## src/rtl/qlk_pkg.sv

```systemverilog
// Package: qlk_pkg
// Holds the default codes shared by the feature register, its submodules
// and its checker. Assumes an 8-bit register unless a parent overrides.
package qlk_pkg;
    localparam int          QLK_W        = 8;
    localparam logic [7:0]  QLK_PROBE    = 8'hFF;
    localparam logic [7:0]  QLK_ANSWER   = 8'h01;
    localparam int          QLK_LOCK_IDX = 1;
endpackage

```

## src/rtl/qlk_merge.sv

```systemverilog
// Module: qlk_merge
// Combines the incoming byte with the stored value bit by bit. Bits whose
// mask is set take the new data, and the others keep the stored value.
// Assumes the caller decides what to do with the merged result.
module qlk_merge #(
    parameter int W = 8
) (
    input  logic [W-1:0] cur_val,
    input  logic [W-1:0] cur_mask,
    input  logic [W-1:0] new_data,
    output logic [W-1:0] merged
);
    // one selector per bit: a masked bit follows the data, an unmasked bit holds
    for (genvar b = 0; b < W; b++) begin : g_bit
        assign merged[b] = cur_mask[b] ? new_data[b] : cur_val[b];
    end
endmodule

```

## src/rtl/qlk_ctrl.sv

```systemverilog
// Module: qlk_ctrl
// Holds the register value, the write mask and the lock flag. It treats the
// merged probe code as a discovery request, discards writes made before
// discovery, and makes the lock sticky. Assumes a synchronous active-low
// reset and a one-cycle wr_en strobe.
module qlk_ctrl #(
    parameter int          W          = 8,
    parameter logic [W-1:0] PROBE_CODE = '1,
    parameter logic [W-1:0] ANSWER     = W'(1),
    parameter int          LOCK_IDX   = 1
) (
    input  logic         clk,
    input  logic         rst_n,
    input  logic         wr_en,
    input  logic [W-1:0] merged,
    output logic [W-1:0] val_q,
    output logic [W-1:0] mask_q,
    output logic         lock_q
);
    localparam logic [W-1:0] LOCK_MASK = W'(1) << LOCK_IDX;
    localparam logic [W-1:0] FULL_MASK = '1;

    logic [W-1:0] val_d;
    logic [W-1:0] mask_d;
    logic         lock_d;
    logic [W-1:0] kept;
    logic         fresh;

    // a register whose mask is still fully open has not been probed yet
    assign fresh = (mask_q == FULL_MASK);

    // before discovery a non-probe write is thrown away
    assign kept = fresh ? '0 : merged;

    // next-state decision for one write
    always_comb begin
        val_d  = val_q;
        mask_d = mask_q;
        lock_d = lock_q;
        if (wr_en) begin
            if (merged == PROBE_CODE) begin
                val_d  = ANSWER;
                mask_d = LOCK_MASK;
                lock_d = 1'b0;
            end else if (kept[LOCK_IDX]) begin
                val_d  = LOCK_MASK;
                mask_d = mask_q & ~LOCK_MASK;
                lock_d = 1'b1;
            end else begin
                val_d  = kept;
                lock_d = 1'b0;
            end
        end
    end

    // state flops with synchronous reset to the fresh, unprobed state
    always_ff @(posedge clk) begin
        if (!rst_n) begin
            val_q  <= '0;
            mask_q <= FULL_MASK;
            lock_q <= 1'b0;
        end else begin
            val_q  <= val_d;
            mask_q <= mask_d;
            lock_q <= lock_d;
        end
    end
endmodule

```

## src/rtl/qlk_feature_reg.sv

```systemverilog
// Module: qlk_feature_reg
// Top of the probe-then-lock window control register. The PRESENT parameter
// selects whether the feature exists. When it is absent, writes are gated
// off and every output is tied inactive. Assumes the window decode is done
// elsewhere using guard_en and smm_win_en.
module qlk_feature_reg #(
    parameter bit          PRESENT    = 1'b1,
    parameter int          W          = qlk_pkg::QLK_W,
    parameter logic [W-1:0] PROBE_CODE = W'(qlk_pkg::QLK_PROBE),
    parameter logic [W-1:0] ANSWER     = W'(qlk_pkg::QLK_ANSWER),
    parameter int          LOCK_IDX   = qlk_pkg::QLK_LOCK_IDX
) (
    input  logic         clk,
    input  logic         rst_n,
    input  logic         wr_en,
    input  logic [W-1:0] wr_data,
    output logic [W-1:0] rd_data,
    output logic [W-1:0] wr_mask,
    output logic         guard_en,
    output logic         smm_win_en
);
    logic [W-1:0] val_q;
    logic [W-1:0] mask_q;
    logic         lock_q;
    logic [W-1:0] merged;
    logic         wr_gated;

    qlk_merge #(.W(W)) u_merge (
        .cur_val  (val_q),
        .cur_mask (mask_q),
        .new_data (wr_data),
        .merged   (merged)
    );

    qlk_ctrl #(
        .W          (W),
        .PROBE_CODE (PROBE_CODE),
        .ANSWER     (ANSWER),
        .LOCK_IDX   (LOCK_IDX)
    ) u_ctrl (
        .clk    (clk),
        .rst_n  (rst_n),
        .wr_en  (wr_gated),
        .merged (merged),
        .val_q  (val_q),
        .mask_q (mask_q),
        .lock_q (lock_q)
    );

    // the build variant picks either live outputs or inert ones
    if (PRESENT) begin : g_live
        assign wr_gated   = wr_en;
        assign rd_data    = val_q;
        assign wr_mask    = mask_q;
        assign guard_en   = lock_q;
        assign smm_win_en = lock_q;
    end else begin : g_inert
        assign wr_gated   = 1'b0;
        assign rd_data    = (val_q & '0);
        assign wr_mask    = (mask_q & '0);
        assign guard_en   = lock_q & 1'b0;
        assign smm_win_en = lock_q & 1'b0;
    end
endmodule

```

## config.mk

```make
export PLATFORM = sky130hd
export DESIGN_NAME = qlk_feature_reg
export DESIGN_NICKNAME = d
export VERILOG_FILES = /design/src/rtl/qlk_pkg.sv /design/src/rtl/qlk_merge.sv /design/src/rtl/qlk_ctrl.sv /design/src/rtl/qlk_feature_reg.sv
export SDC_FILE = /design/constraint.sdc
export NUM_CORES = 1
export LEC_CHECK = 0
export BUFFER_PORTS_ARGS = -buffer_cell sky130_fd_sc_hd__buf_2
export CAP_MARGIN = 40
export CORE_AREA = 2 2 39 41
export DETAILED_ROUTE_END_ITERATION = 10
export DIE_AREA = 0 0 41 43
export PLACE_DENSITY = 0.76
export SLEW_MARGIN = 20
export SYNTH_ARGS = -nofsm -noshare
export SYNTH_HDL_FRONTEND = slang
export SYNTH_SLANG_ARGS = --single-unit
export TNS_END_PERCENT = 5
```

## constraint.sdc

```tcl
create_clock -name clk -period 3.9 [get_ports clk]
set_input_delay 0 -clock clk [delete_from_list [all_inputs] [get_ports clk]]
set_output_delay 0 -clock clk [all_outputs]
set_load 0.01 [all_outputs]
```

# ---- Word level (Yosys, flattened, before mapping)
# Cells that the tools add are included.
dict set report classes {
  addsub 0
  n_mul 0
  div 0
  order_cmp 0
  n_eq_ne 2
  shift 0
  n_mux 15
  bitwise 0
  n_reduce_logical 3
}
# cell n
set op_table {}
lappend op_table {{8-bit two-way mux} 4}
lappend op_table {{8-bit == test (second input constant)} 2}
lappend op_table {{1-bit two-way mux} 10}
lappend op_table {{2-bit AND reduction} 2}
lappend op_table {{2-bit two-way mux} 1}
lappend op_table {{2-bit nonzero test} 1}
dict set report totals {
  regBits 17
  latchBits 0
  ram_bits 0
  romBits 0
  input_bits 11
  output_inout_bits 18
  elab_cells 24
  n_memories 0
}

# ---- Longest topological paths before layout
# Gate-level depths: netlist of run 1.
dict set report depth {
  word_depth 4
  ltp_mapped 5
  mapped_depth_nobuf 4
}

# ---- Modules after synthesis
# Synthesis of run 1 repeated with hierarchy kept, for this count alone.
dict set report hier_totals {
  cells_unflattened 61
  area_unflattened_um2 603.1
}
# module instances cells_per_inst area_each_um2 seq_area_each_um2
set modules_own_cells {}
lappend modules_own_cells {qlk_ctrl 1 52 475.5 200.2}
lappend modules_own_cells {qlk_merge 1 8 120.1 0.0}
lappend modules_own_cells {qlk_feature_reg 1 1 7.5 0.0}

# ---- Worst setup path before layout of run 1
# Ideal clock, no wire load.
dict set report synth_timing {
  kind {register to register}
  from {register u_ctrl.mask_q[6]}
  to {register u_ctrl.mask_q[6]}
  setup_ns 0.115
  t_arrival_ns 1.240
  required_time_ns 3.785
  slack_ns 2.545
  stages_incl_launch_ff 5
  path_buffers 1
  synth_period_minus_slack_ns 1.355
  path_cell_list {dfxtp_1 > buf_6 > mux2i_1 > nand4_1 > a21bo_2}
}
dict set report synth_via {
  elab_chain_len 3
}
# item line_no
set synth_rtl {}
lappend synth_rtl {{from (decl)} qlk_ctrl.sv:17} ;# output logic [W-1:0] mask_q,
lappend synth_rtl {{from (signal assigned)} qlk_ctrl.sv:64} ;# mask_q <= mask_d;
lappend synth_rtl {{1-bit two-way mux} qlk_merge.sv:15} ;# assign merged[b] = cur_mask[b] ? new_data[b] : cur_val[b];
lappend synth_rtl {{8-bit == test} qlk_ctrl.sv:41} ;# if (merged == PROBE_CODE) begin
lappend synth_rtl {{2-bit AND reduction (no source line)} n/a}
# No other way between the ends.
# A chain may end at the register's enable or synchronous reset.

# ---- Final worst setup path of run 1
# Ends and elaborated chain as after synthesis.

==> flow_summary.toml, run 1 <==
[setup_path]
crit_chain = "mux2i_1 > nand4_1 > a21bo_2"
crit_type = "flop to flop"
slowest_delay_ns = 0.59
worstPathArrival_ns = 1.59
critPathSlowestCell = "dfxtp_1"
worstPathMaxFanout = 15
worstPathRequired_ns = 4.06
cp-start-kind = "flop"
worst_setup_path_end_kind = "flop"

[clock_tree]
holdBufCountCts = 1
path_clk_slew_ns = 0.07
cts.path.max_buffers = 2
cts_root_buf = "clkbuf_4"
cts_setup_buffers = 0
cts.repair.resized = 0
numCtsBuffers = 3
cts_sinks = 10
cts_tree = "done"
clk_latency_ns = 0.26
cts_max_level = 1

[route]
ant_nets = 0
drtIter0Drc = 10
first_pass_iters = 4
vias = 464
post_drt_wl_per_cell_um = 12.1
drc = 0
via_per_inst = 5.04
wirelength_um = 1110

[grt]
grt_pass1_vias = 352
track_usage = 0.120
grt_max_degree = 16
grt_overflow = 0
grt_pass1_wl_um = 1440
antenna_found_initial = 0

[timing]
fmax_mhz = 696
skew_ns = 0.00177
slew_headroom = 0.709
finalHoldViolations = 0
setup_violations = 0
fin_setup_tns_ns = 0
drv_slew = 0
rsz0062_at_grt = "no"
worstMarginPinSlew_ns = 0.435
period_needed_ns = 1.44
min_period_over_period = 0.368

[place]
port_buffers = 28
hpwl_um = 849
dp_cells = 87
place_congestion = 0.725

[final_layout]
layout_commonest_cell = "buf_2"
layout_common_cells = "buf_2 (28), dfxtp_1 (10), a22oi_1 (7), nor2b_1 (7), nand4_1 (4)"
area_growth_pct = 24.4
fin_util = 0.480
final-instance-count-excl-fill = 92
fillCellCount = 144
diodes = 0
seqCellArea_sq_um = 200
layout-drive-gt1-share = 0.500
multiInputGateArea_sq_um = 258
layout.nets = 88

[floorplanning]
die_w_um = 41
rows = 14
die_area_sq_um = 1760
coreArea_sq_um = 1380
die_h_um = 43
floorplan.initialDensity = 0.386
num_io_pins = 29

[synthesis]
synthCells = 53
synth_nets = 64
seq_area_frac_synth = 0.375
syn_area_sq_um = 534
synth.distinct_cells = 21
avgSynthCellArea_sq_um = 10.1
ys_ff_latch = 10
yosys_warnings = 0

[power]
p_leak_uw = 0.000291
ir_drop_v = 0.000137
p_per_area_nw_per_um2 = 315

[job]
cap_violations = 0

[min_path]
hp-class = "input pin to flop"

[run_status]
status = "completed"
## worst max-delay path: cells and delay by family (launching register included)
kind	cells	cell delay, ns
muxes	1	0.29
AOI/OAI and AO/OA	1	0.25
and+or+nand+nor	1	0.20
DFF	1	0.59
## cell type report
| class | count | share of cell area |
|---|---|---|
| clock buffer | 4 | 0.0546 |
| sequential | 10 | 0.301 |
| tap | 16 | 0.0301 |
| multi-input combinational | 33 | 0.388 |
| timing repair buffer | 29 | 0.226 |
## metal layers
layer / vias up / track usage / wire length (um)
met5: - / 0 / 0
met4: 0 / 0.0600 / 14
met3: 2 / 0.0314 / 60
met2: 17 / 0.191 / 570
met1: 212 / 0.140 / 464
li1: 233 / - / -
## path summary, 6_finish.rpt
| check | start | to | slack [ns] | cells past startpoint |
|---|---|---|---|---|
| setup / recovery | u_ctrl.mask_q[6] | u_ctrl.mask_q[6] | 2.46 | 3 |
| hold / removal | wr_data[7] | u_ctrl.val_q[7] | 0.04 | 3 |
| setup reg to reg | u_ctrl.mask_q[6] | u_ctrl.mask_q[6] | 2.46 | 3 |
| hold reg to reg | u_ctrl.val_q[2] | u_ctrl.val_q[2] | 0.56 | 2 |
## cells in the mapped netlist (all sizes together)
library cell | n | area (sq um)
o21a | 1 | 7.51
nand4b | 1 | 8.76
and4bb | 1 | 12.5
nand3b | 1 | 7.51
nand4 | 4 | 25.0
dfxtp | 10 | 200
nor2b | 7 | 43.8
a21bo | 1 | 10.0
a22oi | 8 | 65.1
o21ai | 2 | 21.3
mux2 | 1 | 15.0
a21boi | 1 | 11.3
nand2b | 1 | 6.26
mux2i | 1 | 10.0
nand2 | 1 | 3.75
buf | 10 | 76.3
nand3 | 2 | 10.0
## registers in the layout, summed over array words and instances (netlist names)
signal,count
u_ctrl.val_q,8
u_ctrl.mask_q,2
## metrics by stage
stage	setup slack, ns	area (sq um)	hold slack [ns]	power [uW]
6_report	2.46	664	0.0402	209
5_1_grt	2.32	664	0.0554	217
4_1_cts	2.45	664	0.0383	212
3_5_place_dp	2.47	618	0.259	119
3_3_place_gp	2.55	618	0.260	118
2_1_floorplan	2.55	534	0.0718	110
## cell families after synthesis
kind of cell           Yosys count  share of synthesized area
buffers and inverters           10                      0.143
AO/OA/AOI/OAI                   13                      0.215
multiplexers                     2                     0.0468
flip-flops                      10                      0.375
AND/OR/NAND/NOR                 18                      0.220
## power by group
part	leakage [uW]	switching, uW	total (uW)	internal (uW)
logic	0.000189	7.38	14.9	7.47
clock network	0.0000210	35.6	92.1	56.6
registers	0.0000806	0.121	102	102
total	0.000291	43.1	209	166
Note: power is estimated with default switching activity, not from simulation.
==> run 2, diff against run 1 <==
CORE_AREA = default   (was 2 2 39 41)
CORE_ASPECT_RATIO = 0.9   (was default)
CORE_MARGIN = 2   (was default)
CORE_UTILIZATION = 37   (was default)
DIE_AREA = default   (was 0 0 41 43)
PLACE_DENSITY = 0.74   (was 0.76)
clock period = 1.2 ns   (was 3.9 ns; I/O delays follow)
==> flow_summary.toml, run 2 (same netlist as run 1, synthesis figures left out) <==
[route]
post_drt_wl_per_cell_um = 12.9
wl_met2_um = 671
met3_length_um = 62
m1WireLength_um = 546
first_pass_iters = 4
vias = 528
ant_nets = 0
drc = 0
drtIter0Drc = 11
via_per_inst = 5.28
route.top_layer_used = "met4"
wirelength_um = 1290

[floorplanning]
die_w_um = 44.1
num_io_pins = 29
die_area_sq_um = 1760
rows = 12
floorplan.initialDensity = 0.414
die_h_um = 40.1
coreArea_sq_um = 1290

[setup_path]
worstPathArrival_ns = 1.44
slowest_delay_ns = 0.35
crit_type = "flop to flop"
worstPathRequired_ns = 1.39
rr_worst_depth = 4
r2r_end = "u_ctrl.val_q[6]"
rrSetupSlack_ns = -0.05
worst_setup_path_end_kind = "flop"
cp-start-kind = "flop"
critPathBufInv = 0
r2r-start = "u_ctrl.mask_q[1]"
crit_family = "flip-flops"
crit_chain = "mux2_4 > o21ai_4 > a22oi_2 > nor2b_1"
critPathSlowestCell = "dfxtp_2"
worstPathMaxFanout = 7

[final_layout]
top_register = "u_ctrl.val_q"
largest_reg_flops = 8
fillCellCount = 123
multiInputGateArea_sq_um = 273
area_growth_pct = 40.0
fin_util = 0.579
seqCellArea_sq_um = 206
layout-drive-gt1-share = 0.616
final-instance-count-excl-fill = 100
largestRegisters = "u_ctrl.val_q (8), u_ctrl.mask_q (2)"
layout_common_cells = "buf_2 (28), buf_4 (10), nor2b_1 (7), dfxtp_1 (7)"
layout_commonest_cell = "buf_2"
layout.nets = 98
diodes = 0

[clock_tree]
clk_latency_ns = 0.27
numCtsBuffers = 3
cts_setup_buffers = 0
cts_tree = "done"
cts.path.max_buffers = 2
cts_max_level = 1
path_clk_slew_ns = 0.07
cts_sinks = 10
cts_root_buf = "clkbuf_4"

[grt]
antenna_found_initial = 0
grt_pass1_wl_um = 2070
grt_max_degree = 11
grt_pass1_vias = 490
track_usage = 0.173
grt_overflow = 0

[timing]
period_needed_ns = 1.25
rsz0062_at_grt = "yes"
worstMarginPinSlew_ns = 0.279
skew_ns = 0.00608
setup_violations = 6
slew_headroom = 0.813
fmax_mhz = 802
finalHoldViolations = 0
min_period_over_period = 1.04
drv_slew = 0
worst_slack_ns = -0.0466

[min_path]
hold_end = "u_ctrl.val_q[2]"
hold-path-cell-count = 3
min_from = "wr_data[2]"
hp-class = "input pin to flop"

[run_status]
status = "complete, but fails checks"
violations = "negative setup slack"

[place]
port_buffers = 28
hpwl_um = 948
place_congestion = 0.741
pre_cts_ws_ns = -0.0315
dp_cells = 95

[power]
p_leak_uw = 0.000336
ir_drop_v = 0.000529
p_per_area_nw_per_um2 = 855

[job]
cap_violations = 0
## run 2: final cells by class
cell class / instances / share of cell area
multi-input cells: 33 / 0.365
flip-flops and latches: 10 / 0.276
well taps: 14 / 0.0234
repair buffers: 39 / 0.301
clock buffers: 4 / 0.0351
## run 2: how the worst max path moves through the flow
stage	start	slack, ns	end	depth (start not counted)
floorplan	u_ctrl.mask_q[1]	-0.008	u_ctrl.val_q[0]	4
global placement	u_ctrl.mask_q[1]	0.04	u_ctrl.val_q[0]	4
detailed placement	u_ctrl.mask_q[1]	-0.03	u_ctrl.val_q[6]	4
CTS	u_ctrl.mask_q[1]	-0.02	u_ctrl.val_q[7]	4
global route	u_ctrl.mask_q[1]	-0.09	u_ctrl.val_q[4]	4
finish	u_ctrl.mask_q[1]	-0.05	u_ctrl.val_q[6]	4
## run 2: report_power, final
group / leakage, uW / internal, uW / total, uW / switching [uW]
combinational: 0.000241 / 26.6 / 53.7 / 27.1
clock: 0.0000150 / 129 / 257 / 128
sequential: 0.0000805 / 329 / 330 / 0.292
## run 2: worst min-delay path: stages
cell and delay [ns]:
buf_2 0.09, a22oi_1 0.07, nor2b_1 0.10
## run 2: metrics by stage
step                      hold WS [ns]  instance area (sq um)  TNS (ns)  power, uW
after floorplan                 0.0718                    538  -0.00829        355
after global placement           0.258                    694         0        384
after detailed placement         0.262                    694   -0.0415        385
after CTS                       0.0183                    737   -0.0662        645
after global routing            0.0340                    748    -0.581        662
final                           0.0251                    748    -0.139        640
## run 2: per-layer routing
| metal | vias up | global-route usage |
|---|---|---|
| met1 | 255 | 0.186 |
| met2 | 17 | 0.313 |
| met5 | - | 0 |
| met4 | 0 | 0.136 |
| met3 | 2 | 0.0270 |
| li1 | 254 | - |
## run 2: repair_timing
action	in CTS	in global routing
endpoints found under the hold margin	1	0
endpoints found under the setup margin	6	10
hold buffers	1	0
gates resized for setup	2	4
pin swaps	4	2
gates cloned	0	0
==> run 3, diff against run 2 <==
CORE_AREA = 2 2 39 41   (was default)
CORE_ASPECT_RATIO = default   (was 0.9)
CORE_MARGIN = default   (was 2)
CORE_UTILIZATION = default   (was 37)
DIE_AREA = 0 0 41 43   (was default)
PLACE_DENSITY = 0.76   (was 0.74)
SLEW_MARGIN = default   (was 20)
clock period = 1.6 ns   (was 1.2 ns; I/O delays follow)
==> flow_summary.toml, run 3 (same netlist as run 1, synthesis figures left out) <==
[clock_tree]
cts.path.max_buffers = 2
cts_tree = "done"
cts_max_level = 1
cts_root_buf = "clkbuf_4"
cts.repair.resized = 0
cts_sinks = 10
clk_latency_ns = 0.26
path_clk_slew_ns = 0.06
holdBufCountCts = 0
numCtsBuffers = 3
cts_setup_buffers = 0

[setup_path]
worstPathRequired_ns = 1.75
critPathLaunch = "u_ctrl.mask_q[6]"
cp-start-kind = "flop"
crit_type = "flop to flop"
worst_setup_path_end_kind = "flop"
worstPathMaxFanout = 9
worstPathArrival_ns = 1.52
critPathSlowestCell = "dfxtp_1"
crit_chain = "mux2i_1 > nand4_1 > a21bo_2"
slowest_delay_ns = 0.52
r2r-start = "u_ctrl.mask_q[6]"

[floorplanning]
coreArea_sq_um = 1380
die_w_um = 41
floorplan.initialDensity = 0.386
rows = 14
die_h_um = 43
num_io_pins = 29
die_area_sq_um = 1760

[timing]
period_needed_ns = 1.37
min_period_over_period = 0.854
fmax_mhz = 731
fin_setup_tns_ns = 0
drv_slew = 0
worstMarginPinSlew_ns = 0.336
slew_headroom = 0.776
finalHoldViolations = 0
skew_ns = 0.00454
rsz0062_at_grt = "no"
setup_violations = 0

[power]
p_int_uw = 352
p_sw_uw = 94.9
clock_power_share = 0.366
combinationalPowerShare = 0.077
p_per_area_nw_per_um2 = 690
ir_drop_v = 0.000355
p_leak_uw = 0.000284
switching_share = 0.212
sequentialPowerShare = 0.558

[route]
drc = 0
via_per_inst = 5.10
vias = 464
drtIter0Drc = 11
ant_nets = 0
wirelength_um = 1130
post_drt_wl_per_cell_um = 12.4
first_pass_iters = 2

[grt]
grt_pass1_vias = 407
antenna_found_initial = 0
track_usage = 0.136
grt_max_degree = 11
grt_overflow = 0
grt_pass1_wl_um = 1630

[final_layout]
diodes = 0
layout.nets = 88
layout_commonest_cell = "buf_2"
seqCellArea_sq_um = 200
multiInputGateArea_sq_um = 258
top_register = "u_ctrl.val_q"
layout-drive-gt1-share = 0.507
finalInstanceArea_sq_um = 648
fillCellCount = 140
largestRegisters = "u_ctrl.val_q (8), u_ctrl.mask_q (2)"
layout_common_cells = "buf_2 (28), dfxtp_1 (10), a22oi_1 (7), nor2b_1 (7), nand4_1 (4)"
area_growth_pct = 21.3
largest_reg_flops = 8

[min_path]
hp-class = "input pin to flop"
min_from = "rst_n"

[job]
cap_violations = 0

[place]
port_buffers = 28
place_congestion = 0.707
placed_area_sq_um = 626
hpwl_um = 896

[run_status]
status = "completed"
-- run 3: cell types whose count changed in the layout (fill, tap and decap cells not counted), sizes merged --
| cell | change |
|---|---|
| dlygate4sd3 | -1 |
| buf | -9 |
| clkbuf | -1 |
-- run 3: through the flow --
| step | util | std cells | hold slack [ns] | setup WS (ns) | power (uW) |
|---|---|---|---|---|---|
| 6_report | 0.468 | 91 | 0.000879 | 0.233 | 447 |
| 5_1_grt | 0.468 | 91 | 0.0203 | 0.0954 | 467 |
| 4_1_cts | 0.468 | 91 | 0.00312 | 0.229 | 454 |
| 3_5_place_dp | 0.452 | 88 | 0.270 | 0.253 | 289 |
| 3_3_place_gp | 0.452 | 88 | 0.263 | 0.335 | 288 |
| 2_1_floorplan | - | 53 | 0.0718 | 0.245 | 268 |
-- run 3: metal layers --
layer	global-route usage	wire length (um)	vias up
met1	0.157	481	217
met5	0	0	-
met4	0.0800	12	0
met2	0.216	584	13
met3	0.0314	49	2
li1	-	-	232
-- run 3: cell type report --
cell class,instances,area share
Multi-Input combinational cell,33,0.398
Timing Repair Buffer,29,0.228
Clock buffer,3,0.0347
Tap cell,16,0.0309
Sequential cell,10,0.309
-- run 3: critical path: cells and delay by family (launching register included) --
kind	cells	cell delay (ns)
AO/OA/AOI/OAI	1	0.25
AND/OR/NAND/NOR	1	0.20
flip-flops	1	0.52
multiplexers	1	0.29
-- run 3: power groups by stage --
stage	Clock [uW]	Sequential, uW	Combinational (uW)
floorplan	0	255	12.9
CTS	170	249	34.5
global route	181	249	37.7
finish	164	249	34.3
global placement	0	255	33.5
detailed placement	0	255	34.3
-- run 3: final timing paths --
path	to	slack, ns	cells after the start
hold / removal	u_ctrl.mask_q[1]	0.0009	2
hold reg to reg	u_ctrl.val_q[7]	0.55	2
setup / recovery	u_ctrl.mask_q[6]	0.23	3
setup reg to reg	u_ctrl.mask_q[6]	0.23	3
